## config.mk

```make
export PLATFORM = sky130hd
export DESIGN_NAME = periph_bus_router
export DESIGN_NICKNAME = d
export VERILOG_FILES = /design/src/rtl/pbr_pkg.sv /design/src/rtl/pbr_decode.sv /design/src/rtl/pbr_scratch.sv /design/src/rtl/periph_bus_router.sv
export SDC_FILE = /design/constraint.sdc
export NUM_CORES = 2
export LEC_CHECK = 0
export CAP_MARGIN = 40
export CORE_MARGIN = 1
export CORE_UTILIZATION = 35
export CTS_CLUSTER_SIZE = 25
export DETAILED_ROUTE_END_ITERATION = 8
export GPL_TIMING_DRIVEN = 0
export PLACE_DENSITY_LB_ADDON = 0.1
export SLEW_MARGIN = 20
export SYNTH_ARGS = -nofsm -noshare
export SYNTH_HDL_FRONTEND = slang
export SYNTH_SLANG_ARGS = --single-unit
```

## constraint.sdc

```tcl
create_clock -name clk -period 4.6 [get_ports clk]
set_clock_uncertainty 0.2 [all_clocks]
set_input_delay 0.69 -clock clk [delete_from_list [all_inputs] [get_ports clk]]
set_output_delay 0.69 -clock clk [all_outputs]
set_load 0.01 [all_outputs]
```

## src/rtl/pbr_pkg.sv

```systemverilog
package pbr_pkg;

    typedef enum logic [1:0] {
        SZ_BYTE = 2'd0,
        SZ_HALF = 2'd1,
        SZ_WORD = 2'd2
    } acc_size_e;

    typedef enum logic [1:0] {
        TGT_RAM = 2'd0,
        TGT_SER = 2'd1,
        TGT_DSC = 2'd2,
        TGT_SND = 2'd3
    } tgt_e;

    typedef enum logic [1:0] {
        ST_IDLE  = 2'd0,
        ST_ISSUE = 2'd1,
        ST_FIN   = 2'd2
    } seq_st_e;

endpackage

```

## src/rtl/pbr_decode.sv

```systemverilog
module pbr_decode
    import pbr_pkg::*;
#(
    parameter int unsigned ADDR_W    = 32,
    parameter int unsigned WIN_W     = 16,
    parameter int unsigned IO_PAGE   = 32'h1F80,
    parameter int unsigned SER_DATA  = 32'h1040,
    parameter int unsigned DSC_BASE  = 32'h1800,
    parameter int unsigned SND_BASE  = 32'h1C00,
    parameter int unsigned SND_LIMIT = 32'h1E00
) (
    input  logic [ADDR_W-1:0] addr,
    input  logic [1:0]        size,
    output tgt_e              tgt,
    output logic [1:0]        last_idx
);
    localparam int unsigned PAGE_W = ADDR_W - WIN_W;

    logic [WIN_W-1:0] win;
    logic [WIN_W:0]   win_hi;
    logic             page_hit;
    logic             hit_ser;
    logic             hit_dsc;
    logic             hit_snd;
    logic             hi_in_snd;

    always_comb begin
        win       = addr[WIN_W-1:0];
        win_hi    = {1'b0, win} + (WIN_W+1)'(2);
        page_hit  = (addr[ADDR_W-1:WIN_W] == PAGE_W'(IO_PAGE));
        hit_ser   = page_hit && (win == WIN_W'(SER_DATA));
        hit_dsc   = page_hit && (win[WIN_W-1:2] == WIN_W'(DSC_BASE) >> 2);
        hit_snd   = page_hit && (win >= WIN_W'(SND_BASE)) && (win < WIN_W'(SND_LIMIT));
        hi_in_snd = (win_hi < (WIN_W+1)'(SND_LIMIT));

        tgt      = TGT_RAM;
        last_idx = 2'd0;
        if (hit_ser) begin
            tgt = TGT_SER;
            case (size)
                2'd0:    last_idx = 2'd0;
                2'd1:    last_idx = 2'd1;
                default: last_idx = 2'd3;
            endcase
        end else if (hit_dsc) begin
            tgt = TGT_DSC;
        end else if (hit_snd) begin
            tgt = TGT_SND;
            if (size[1] && hi_in_snd) last_idx = 2'd1;
        end
    end

endmodule

```

## src/rtl/pbr_scratch.sv

```systemverilog
module pbr_scratch #(
    parameter int unsigned WORDS = 64,
    localparam int unsigned AW   = $clog2(WORDS)
) (
    input  logic          clk,
    input  logic          wr_en,
    input  logic [AW+1:0] addr,
    input  logic [1:0]    size,
    input  logic [31:0]   wdata,
    output logic [31:0]   rdata
);
    logic [31:0] mem_q [WORDS];
    logic [3:0]  be;
    logic [31:0] lane_d;
    logic [31:0] word;

    always_comb begin
        case (size)
            2'd0: begin
                be     = 4'b0001 << addr[1:0];
                lane_d = {4{wdata[7:0]}};
            end
            2'd1: begin
                be     = addr[1] ? 4'b1100 : 4'b0011;
                lane_d = {2{wdata[15:0]}};
            end
            default: begin
                be     = 4'b1111;
                lane_d = wdata;
            end
        endcase
        word = mem_q[addr[AW+1:2]];
        case (size)
            2'd0:    rdata = {24'd0, word[{addr[1:0], 3'b000} +: 8]};
            2'd1:    rdata = {16'd0, word[{addr[1], 4'b0000} +: 16]};
            default: rdata = word;
        endcase
    end

    always_ff @(posedge clk) begin
        if (wr_en) begin
            for (int b = 0; b < 4; b++) begin
                if (be[b]) mem_q[addr[AW+1:2]][b*8 +: 8] <= lane_d[b*8 +: 8];
            end
        end
    end

endmodule

```

## src/rtl/periph_bus_router.sv

```systemverilog
module periph_bus_router
    import pbr_pkg::*;
#(
    parameter int unsigned ADDR_W    = 32,
    parameter int unsigned WIN_W     = 16,
    parameter int unsigned IO_PAGE   = 32'h1F80,
    parameter int unsigned SER_DATA  = 32'h1040,
    parameter int unsigned DSC_BASE  = 32'h1800,
    parameter int unsigned SND_BASE  = 32'h1C00,
    parameter int unsigned SND_LIMIT = 32'h1E00,
    parameter int unsigned RAM_WORDS = 64,
    localparam int unsigned SND_OFF_W = $clog2(SND_LIMIT - SND_BASE),
    localparam int unsigned RAM_AW    = $clog2(RAM_WORDS)
) (
    input  logic                 clk,
    input  logic                 rst_n,
    input  logic                 cpu_req,
    input  logic                 cpu_we,
    input  logic [1:0]           cpu_size,
    input  logic [ADDR_W-1:0]    cpu_addr,
    input  logic [31:0]          cpu_wdata,
    output logic                 cpu_busy,
    output logic                 cpu_done,
    output logic [31:0]          cpu_rdata,
    output logic                 ser_req,
    output logic                 ser_we,
    output logic [7:0]           ser_wdata,
    input  logic [7:0]           ser_rdata,
    input  logic                 ser_ack,
    output logic                 dsc_req,
    output logic                 dsc_we,
    output logic [1:0]           dsc_reg,
    output logic [7:0]           dsc_wdata,
    input  logic [7:0]           dsc_rdata,
    input  logic                 dsc_ack,
    output logic                 snd_req,
    output logic                 snd_we,
    output logic [SND_OFF_W-1:0] snd_addr,
    output logic [1:0]           snd_be,
    output logic [15:0]          snd_wdata,
    input  logic [15:0]          snd_rdata,
    input  logic                 snd_ack
);
    typedef struct packed {
        seq_st_e          st;
        tgt_e             tgt;
        logic             we;
        logic [1:0]       size;
        logic [1:0]       idx;
        logic [1:0]       last;
        logic [WIN_W-1:0] addr;
        logic [31:0]      wdata;
        logic [31:0]      rdata;
    } ctl_t;

    ctl_t ctl_d, ctl_q;

    tgt_e        dec_tgt;
    logic [1:0]  dec_last;
    logic [31:0] ram_rdata;
    logic        ram_wr;
    logic        issuing;
    logic        sub_ack;
    logic        is_byte;
    logic [31:0] merged;
    logic [SND_OFF_W-2:0] hw_idx;

    pbr_decode #(
        .ADDR_W(ADDR_W), .WIN_W(WIN_W), .IO_PAGE(IO_PAGE), .SER_DATA(SER_DATA),
        .DSC_BASE(DSC_BASE), .SND_BASE(SND_BASE), .SND_LIMIT(SND_LIMIT)
    ) u_dec (
        .addr     (cpu_addr),
        .size     (cpu_size),
        .tgt      (dec_tgt),
        .last_idx (dec_last)
    );

    pbr_scratch #(.WORDS(RAM_WORDS)) u_ram (
        .clk   (clk),
        .wr_en (ram_wr),
        .addr  (ctl_q.addr[RAM_AW+1:0]),
        .size  (ctl_q.size),
        .wdata (ctl_q.wdata),
        .rdata (ram_rdata)
    );

    always_comb begin
        issuing = (ctl_q.st == ST_ISSUE);
        is_byte = (ctl_q.size == 2'd0);
        ram_wr  = issuing && (ctl_q.tgt == TGT_RAM) && ctl_q.we;

        case (ctl_q.tgt)
            TGT_SER: sub_ack = ser_ack;
            TGT_DSC: sub_ack = dsc_ack;
            TGT_SND: sub_ack = snd_ack;
            default: sub_ack = 1'b1;
        endcase

        merged = ctl_q.rdata;
        if (!ctl_q.we) begin
            case (ctl_q.tgt)
                TGT_SER: merged[{ctl_q.idx, 3'b000} +: 8] = ser_rdata;
                TGT_DSC: merged[7:0] = dsc_rdata;
                TGT_SND: begin
                    if (is_byte) merged[7:0] = ctl_q.addr[0] ? snd_rdata[15:8] : snd_rdata[7:0];
                    else         merged[{ctl_q.idx[0], 4'b0000} +: 16] = snd_rdata;
                end
                default: merged = ram_rdata;
            endcase
        end

        ctl_d = ctl_q;
        case (ctl_q.st)
            ST_IDLE: begin
                if (cpu_req) begin
                    ctl_d.st    = ST_ISSUE;
                    ctl_d.tgt   = dec_tgt;
                    ctl_d.last  = dec_last;
                    ctl_d.idx   = 2'd0;
                    ctl_d.we    = cpu_we;
                    ctl_d.size  = cpu_size;
                    ctl_d.addr  = cpu_addr[WIN_W-1:0];
                    ctl_d.wdata = cpu_wdata;
                    ctl_d.rdata = '0;
                end
            end
            ST_ISSUE: begin
                if (sub_ack) begin
                    ctl_d.rdata = merged;
                    if (ctl_q.idx == ctl_q.last) ctl_d.st  = ST_FIN;
                    else                         ctl_d.idx = ctl_q.idx + 2'd1;
                end
            end
            default: ctl_d.st = ST_IDLE;
        endcase
    end

    always_ff @(posedge clk or negedge rst_n) begin
        if (!rst_n) ctl_q <= '0;
        else        ctl_q <= ctl_d;
    end

    always_comb begin
        hw_idx    = ctl_q.addr[SND_OFF_W-1:1] + (SND_OFF_W-1)'(ctl_q.idx);
        cpu_busy  = (ctl_q.st != ST_IDLE);
        cpu_done  = (ctl_q.st == ST_FIN);
        cpu_rdata = ctl_q.rdata;

        ser_req   = issuing && (ctl_q.tgt == TGT_SER);
        ser_we    = ctl_q.we;
        ser_wdata = ctl_q.wdata[{ctl_q.idx, 3'b000} +: 8];

        dsc_req   = issuing && (ctl_q.tgt == TGT_DSC);
        dsc_we    = ctl_q.we;
        dsc_reg   = ctl_q.addr[1:0];
        dsc_wdata = ctl_q.wdata[7:0];

        snd_req   = issuing && (ctl_q.tgt == TGT_SND);
        snd_we    = ctl_q.we;
        snd_addr  = {hw_idx, 1'b0};
        snd_be    = is_byte ? (ctl_q.addr[0] ? 2'b10 : 2'b01) : 2'b11;
        snd_wdata = is_byte ? {2{ctl_q.wdata[7:0]}} : ctl_q.wdata[{ctl_q.idx[0], 4'b0000} +: 16];
    end


    one_port_chk: assert property (@(posedge clk) disable iff (!rst_n)
        $onehot0({ser_req, dsc_req, snd_req}));


    req_busy_chk: assert property (@(posedge clk) disable iff (!rst_n)
        (ser_req || dsc_req || snd_req) |-> cpu_busy);


    done_pulse_chk: assert property (@(posedge clk) disable iff (!rst_n)
        cpu_done |=> !cpu_done);


    snd_hold_chk: assert property (@(posedge clk) disable iff (!rst_n)
        (snd_req && !snd_ack) |=> snd_req);


    snd_step_chk: assert property (@(posedge clk) disable iff (!rst_n)
        (snd_req && snd_ack) |=> (snd_req |-> (snd_addr == $past(snd_addr) + SND_OFF_W'(2))));


    ser_hold_chk: assert property (@(posedge clk) disable iff (!rst_n)
        (ser_req && !ser_ack) |=> ser_req);

endmodule

```

After elaboration in Yosys (flattened, before gate mapping)
Memory sizes are Yosys's and may differ from the RTL's.
Index checks and enable logic that the tools add are counted.
W data, S select, Z words.
Storage, ports and cells
  register bits after elaboration: 91
  RAM bits: 2048
  bits of input ports: 105
  output and inout bits: 85
  logic and storage cells: 112
  memories: 1
Memory list
  u_ram.mem_q: words 64, bits a word 32, rd ports 1, clocked after memory_dff 0, wr ports 1, line pbr_scratch.sv:12  | logic [31:0] mem_q [WORDS];
Cells by class
  $add $sub $neg: 5
  magnitude comparators: 3
  equality and inequality tests: 18
  shift-type cells: 9
  muxes and demuxes: 45
  reduce and logical (&&, ||, !) cells: 21
Operators with widths (number)
  $pmux W32 S2: 3
  $mux W91: 1
  $pmux W24 S3: 1
  $bwmux W32: 2
  $mux W32: 2
  $shiftx A32 B6 Y16: 2
  $shiftx A32 B6 Y8: 2
  $eq A16 B13 Y1 const B: 2
  $shift A16 B7 Y32 const A: 1
  $shift A8 B7 Y32 const A: 1
  $shiftx A16 B7 Y32: 1
  $shiftx A8 B7 Y32: 1
  $mux W2: 12
  $mux W24: 1
  $pmux W8 S3: 1
  $add A16 B2 Y17 const B: 1
  $lt A17 B13 Y1 const B: 1
  $ge A16 B13 Y1 const B: 1
  $lt A16 B13 Y1 const B: 1
  $mux W16: 1
  $mux W8: 2
  $eq A14 B11 Y1 const B: 1
  $neg A5 Y7: 2
  $mux W1: 13
  other kinds (20): 45

Depth between registers and ports, before layout
  depth after elaboration: 9
  mapped depth: 15
  mapped depth without buffers: 10

By module
A second synthesis with hierarchy kept.
Unflattened totals
  cell total of the unflattened synthesis: 5026
  area, all modules: 86236.5 um^2
Modules (own cells, without submodules)
  pbr_scratch: instances 1, cells an instance 4440, area an instance 80200.7 um^2, seq. area each 61499.0 um^2
  periph_bus_router: instances 1, cells an instance 559, area an instance 5858.1 um^2, seq. area each 2102.0 um^2
  pbr_decode: instances 1, cells an instance 27, area an instance 177.7 um^2, seq. area each 0.0 um^2

Worst setup path before layout
Ideal clock, no wire load.
  path type: reg2reg
  from: reg ctl_q, in the netlist dsc_wdata[0]
  to: mem u_ram.mem_q[0][24] (data pin)
  setup time: 702 ps
  data arrival time: 3824 ps
  data required time: 3698 ps
  slack: -126 ps
  cell stages (with the launch flop): 3
  buffers on the path: 0
  period minus slack after synthesis: 4726 ps
  cells stage by stage: dfrtp_1 -> mux2i_1 -> o21ai_0
On the way
  cells in the longest elaborated chain, start to end: 1
RTL lines
  start, declared: line periph_bus_router.sv:56  | ctl_t ctl_d, ctl_q;
  start signal, assigned: line periph_bus_router.sv:140  | else ctl_q <= ctl_d;
  $pmux W32 S2: line pbr_scratch.sv:18  | case (size)
  named net u_ram.lane_d[24]: line pbr_scratch.sv:14  | logic [31:0] lane_d;
  end, declared: line pbr_scratch.sv:12
The timed path passes the listed nets, and every way through them passes these cells.

Worst setup path after layout
  from: reg ctl_q[67] (netlist bit)
  to: reg ctl_q, in the netlist cpu_rdata[0]
On the way
  cells in the longest elaborated chain, start to end: 7
  elaborated cells on any way between the ends: 8
  those cells by class: 2 x shift; 5 x mux; 1 x memory
RTL lines
  $mem_v2 Z64 W32 *
  $shiftx A32 B6 Y16 / $shiftx A32 B6 Y8 (equally long branches): line pbr_scratch.sv:35, pbr_scratch.sv:34
  $pmux W32 S2 *: line pbr_scratch.sv:33  | case (size)
  $pmux W8 S3 *: line periph_bus_router.sv:101  | case (ctl_q.tgt)
  $mux W32 *: line periph_bus_router.sv:100  | if (!ctl_q.we) begin
  $mux W32 *: line periph_bus_router.sv:128  | if (sub_ack) begin
  $pmux W32 S2 *: line periph_bus_router.sv:113  | case (ctl_q.st)
Mark *: on every way between the ends. The rest lies on a longest branch, timed or not. The select of a mux whose other input is x is not followed.
A chain may end at the register's enable or synchronous reset.

==> impl_metrics.yaml <==
layout:
  largest_reg_flops: 2048
  final_area_um2: 107600
  fillers: 21560
  syn2layout_area_growth_pct: 24.72
  drive_gt1_frac: 0.2701
  final_net_count: 6084
logic_synthesis:
  syn_nets: 5303
  synth_largest_area_cell: "edfxtp_1"
  synth_top_cells_by_area: "edfxtp_1 (71%), mux4_2 (3.1%), mux2i_1 (3.1%), mux2_2 (2.4%), dfrtp_1 (2.4%)"
  synth-main-ff-cell: "edfxtp_1"
  netlist-cell-type-count: 96
  yosysTopAreaCellShare: 0.7131
  synth_edf_count: 2048
  syn_area_per_cell_um2: 16.62
  syn_inst: 5190
  synthesis.area_um2: 86240
  ys_seq_area_frac: 0.7375
  ys_warn_count: 0
  ys_ff_latch: 2132
  async_flop_share: 0.03940
worst_setup_path:
  worstPathArrival_ns: 5.48
  r2r-start: "ctl_q[67]$_DFFE_PN0P_"
  cp_max_fo: 10
  r2r-end: "cpu_rdata[0]$_DFFE_PN0P_"
  cp_slowest_stage_delay_ns: 0.61
  r2r_cells: 14
  critPathBufInv: 6
  crit_slowest_cell: "nor4_4"
  timing.reg2reg.setup_slack_ns: -0.27
  crit_family: "buffers and inverters"
  critPathRequiredTime_ns: 5.21
  worstSetupStartpointType: "flop"
  worstSetupPathType: "flop to flop"
  crit_path_end_kind: "flop"
  path_cells: "buf_6 > buf_6 > buf_12 > buf_4 > nor2_4 > buf_4 > a22oi_1 > a22oi_2 > o22ai_1 > nor4_4 > buf_8 > mux2i_1 > a2111oi_2 > o22ai_1"
sta:
  setup_violations: 729
  slew_viol_final: 0
  fin_crit_sh: 1.059
  maxSlewHeadroom: 0.3523
  hold_violations: 0
  tightestPinTransition_ns: 0.9715
  rsz0062_at_grt: "yes"
  fin_crit_ns: 4.874
  fin_ws_ns: -0.2735
  fmax_ghz: 0.2052
placement:
  dpl.hpwl_um: 335500
  pre_cts_slack_ns: -2.201
  gp_routability_congestion: 1.076
  placed_cell_area_um2: 97410
  io_buffers: 188
detailed_routing:
  wl_um: 473200
  drt-initial-drc-count: 12230
  vias: 62070
  dr.pass1.iters: 9
  drtAntennaViolNets: 0
  drc: 0
  viasPerCell: 6.602
  wl_per_cell_um: 50.34
floorplanning:
  ios: 190
  rows: 181
  die_y_um: 498.4
  die_x_um: 498.4
  core_um2: 244100
  die_area_um2: 248400
  initial_core_util: 0.3533
grt:
  first_global_vias: 56180
  grt_max_degree: 67
  antenna_found_initial: 59
  gr-total-overflow: 0
  grtUsageTotal: 0.3731
  grt_pass1_wl_um: 597100
run_status:
  violations: "setup timing"
  status: "complete, but fails checks"
power_and_ir_drop:
  switchingPower_mw: 39.36
  comb_power_share: 0.488
  p_int_mw: 47.91
  p_leak_nw: 34.97
  ir_drop_mv: 0.7253
  pwr-share-seq: 0.304
  pwr-share-clk: 0.208
  finalPower_mw: 87.27
  power.density_nw_per_um2: 811.4
  swShare: 0.4510
cts:
  clk_pin_slew_worst_paths_ns: 0.06
  tritoncts: "done"
  insertion_delay_ns: 0.93
  clk_root_buffer_cell: "clkbuf_16"
  htreeDepth: 4
  clock_sinks: 2132
  cts_buffer_depth: 3
  cts_buffers: 225
worst_hold_path:
  min_path_cells: 2
  hp-start: "cpu_wdata[18]"
  min_to: "ctl_q[50]$_DFFE_PN0P_"
  hp-class: "input port to flop"
run:
  cap_violations: 0
==> per-stage QoR <==
stage | hold slack, ns | TNS [ns] | std cells | util
6_report | 0.1837 | -63.84 | 9401 | 0.4406
5_1_grt | 0.1816 | -0.2107 | 9365 | 0.4402
2_1_floorplan | 0.1944 | 0 | 5190 | -
3_3_place_gp | 0.3073 | -6943.09 | 8580 | 0.3774
3_5_place_dp | 0.3174 | -1695.55 | 8886 | 0.3990
4_1_cts | 0.1476 | -4.789 | 9338 | 0.4382
==> Yosys cell counts, types with 24 or more instances <==
| library cell | n |
|---|---|
| dfrtp_1 | 84 |
| o22ai_1 | 99 |
| clkbuf_1 | 151 |
| buf_6 | 27 |
| a221oi_1 | 218 |
| o21ai_0 | 133 |
| buf_4 | 78 |
| o2bb2ai_1 | 26 |
| mux2_2 | 187 |
| nand2_1 | 259 |
| nor2b_1 | 24 |
| nor3_1 | 24 |
| a21oi_1 | 141 |
| mux2i_1 | 269 |
| nor2_1 | 377 |
| a221o_1 | 49 |
| a22o_1 | 39 |
| edfxtp_1 | 2048 |
| a211oi_1 | 44 |
| buf_1 | 49 |
| mux4_2 | 120 |
| buf_2 | 115 |
| a22oi_1 | 206 |
==> kinds of logic after synthesis <==
| logic type | Yosys count | share of synthesized area |
|---|---|---|
| other cells | 1 | 0.00004348 |
| simple gates | 854 | 0.04454 |
| buf+inv | 450 | 0.02758 |
| mux | 585 | 0.08954 |
| flops | 2132 | 0.7375 |
| compound gates | 1152 | 0.09877 |
| xor+xnor | 8 | 0.0008125 |
| fa+ha+maj | 8 | 0.001248 |
==> cell usage in the layout, fill, tap and decap left out, types with 22 or more instances in the layout <==
cell type / count
clkbuf_16: 232
mux2i_1: 265
buf_16: 81
clkinv_1: 73
nand2_1: 211
mux2_2: 179
a221o_1: 49
mux4_2: 120
o21ai_0: 119
edfxtp_1: 2048
nor2_2: 91
clkbuf_1: 110
clkbuf_2: 55
o2bb2ai_1: 26
a22o_1: 39
a221oi_1: 212
buf_4: 243
clkbuf_4: 23
nor2b_1: 24
a31oi_1: 22
diode_2: 38
clkdlybuf4s50_1: 180
dfrtp_1: 72
clkinv_2: 44
a211oi_1: 40
o22ai_1: 99
buf_12: 68
a22oi_1: 205
buf_6: 106
a21oi_1: 141
buf_2: 55
nor2_1: 191
nor2_4: 96
nand2_2: 38
buf_8: 75
==> power groups by stage <==
stage	sequential, mW	clock, mW	combinational [mW]
after floorplan	27.1	0	13.7
after global placement	28.2	0	32.9
after detailed placement	26.9	0	37.8
after CTS	26.5	18.1	39.9
after global routing	26.6	18.7	41.4
final	26.6	18.1	42.6
==> routing by layer <==
layer	vias to the layer above	part of all wire	global-route usage
li1	22680	-	-
met1	32590	0.37	0.4727
met2	5387	0.42	0.5340
met3	1398	0.13	0.1353
met4	18	0.080	0.2488
met5	-	0.00023	0
==> worst max-delay path by stage <==
stage | cells past startpoint | slack (ns) | endpoint | from
floorplan | 2 | 0.96 | u_ram.mem_q[0][24]$_DFFE_PP_ | dsc_wdata[0]$_DFFE_PN0P_
global placement | 8 | -4.38 | cpu_rdata[14]$_DFFE_PN0P_ | ctl_q[69]$_DFFE_PN0P_
detailed placement | 14 | -2.20 | cpu_rdata[0]$_DFFE_PN0P_ | ctl_q[68]$_DFFE_PN0P_
CTS | 7 | -0.14 | u_ram.mem_q[3][6]$_DFFE_PP_ | ctl_q[70]$_DFFE_PN0P_
global route | 7 | -0.02 | u_ram.mem_q[24][6]$_DFFE_PP_ | ctl_q[69]$_DFFE_PN0P_
finish | 14 | -0.27 | cpu_rdata[0]$_DFFE_PN0P_ | ctl_q[67]$_DFFE_PN0P_
==> what timing repair did <==
item                                    CTS  global route
setup endpoints to repair              2103           373
pin swaps                                23            11
setup buffers                            40            10
resized for setup                       578            68
endpoints found under the hold margin    84             0
hold buffers                              3             0
==> area by class of cell <==
type                       count  area (um2)  area share
clock buffer                 273        5938     0.05521
sequential                  2132       63640      0.5917
clock inverter               144        1139     0.01059
antenna                       38       95.09   0.0008841
tap                         3202        4006     0.03725
inverter                      26       105.1   0.0009771
multi-input combinational   2608       21920      0.2038
timing repair buffer         563        7043     0.06548
buffer                       415        3679     0.03420
==> worst register-to-register path, stage by stage, from the launching register on <==
cell	delay [ns]
dfrtp_2	0.51
buf_6	0.21
buf_6	0.18
buf_12	0.17
buf_4	0.19
nor2_4	0.43
buf_4	0.53
a22oi_1	0.16
a22oi_2	0.41
o22ai_1	0.27
nor4_4	0.61
buf_8	0.24
mux2i_1	0.12
a2111oi_2	0.41
o22ai_1	0.12
(Power assumes the default switching activity.)
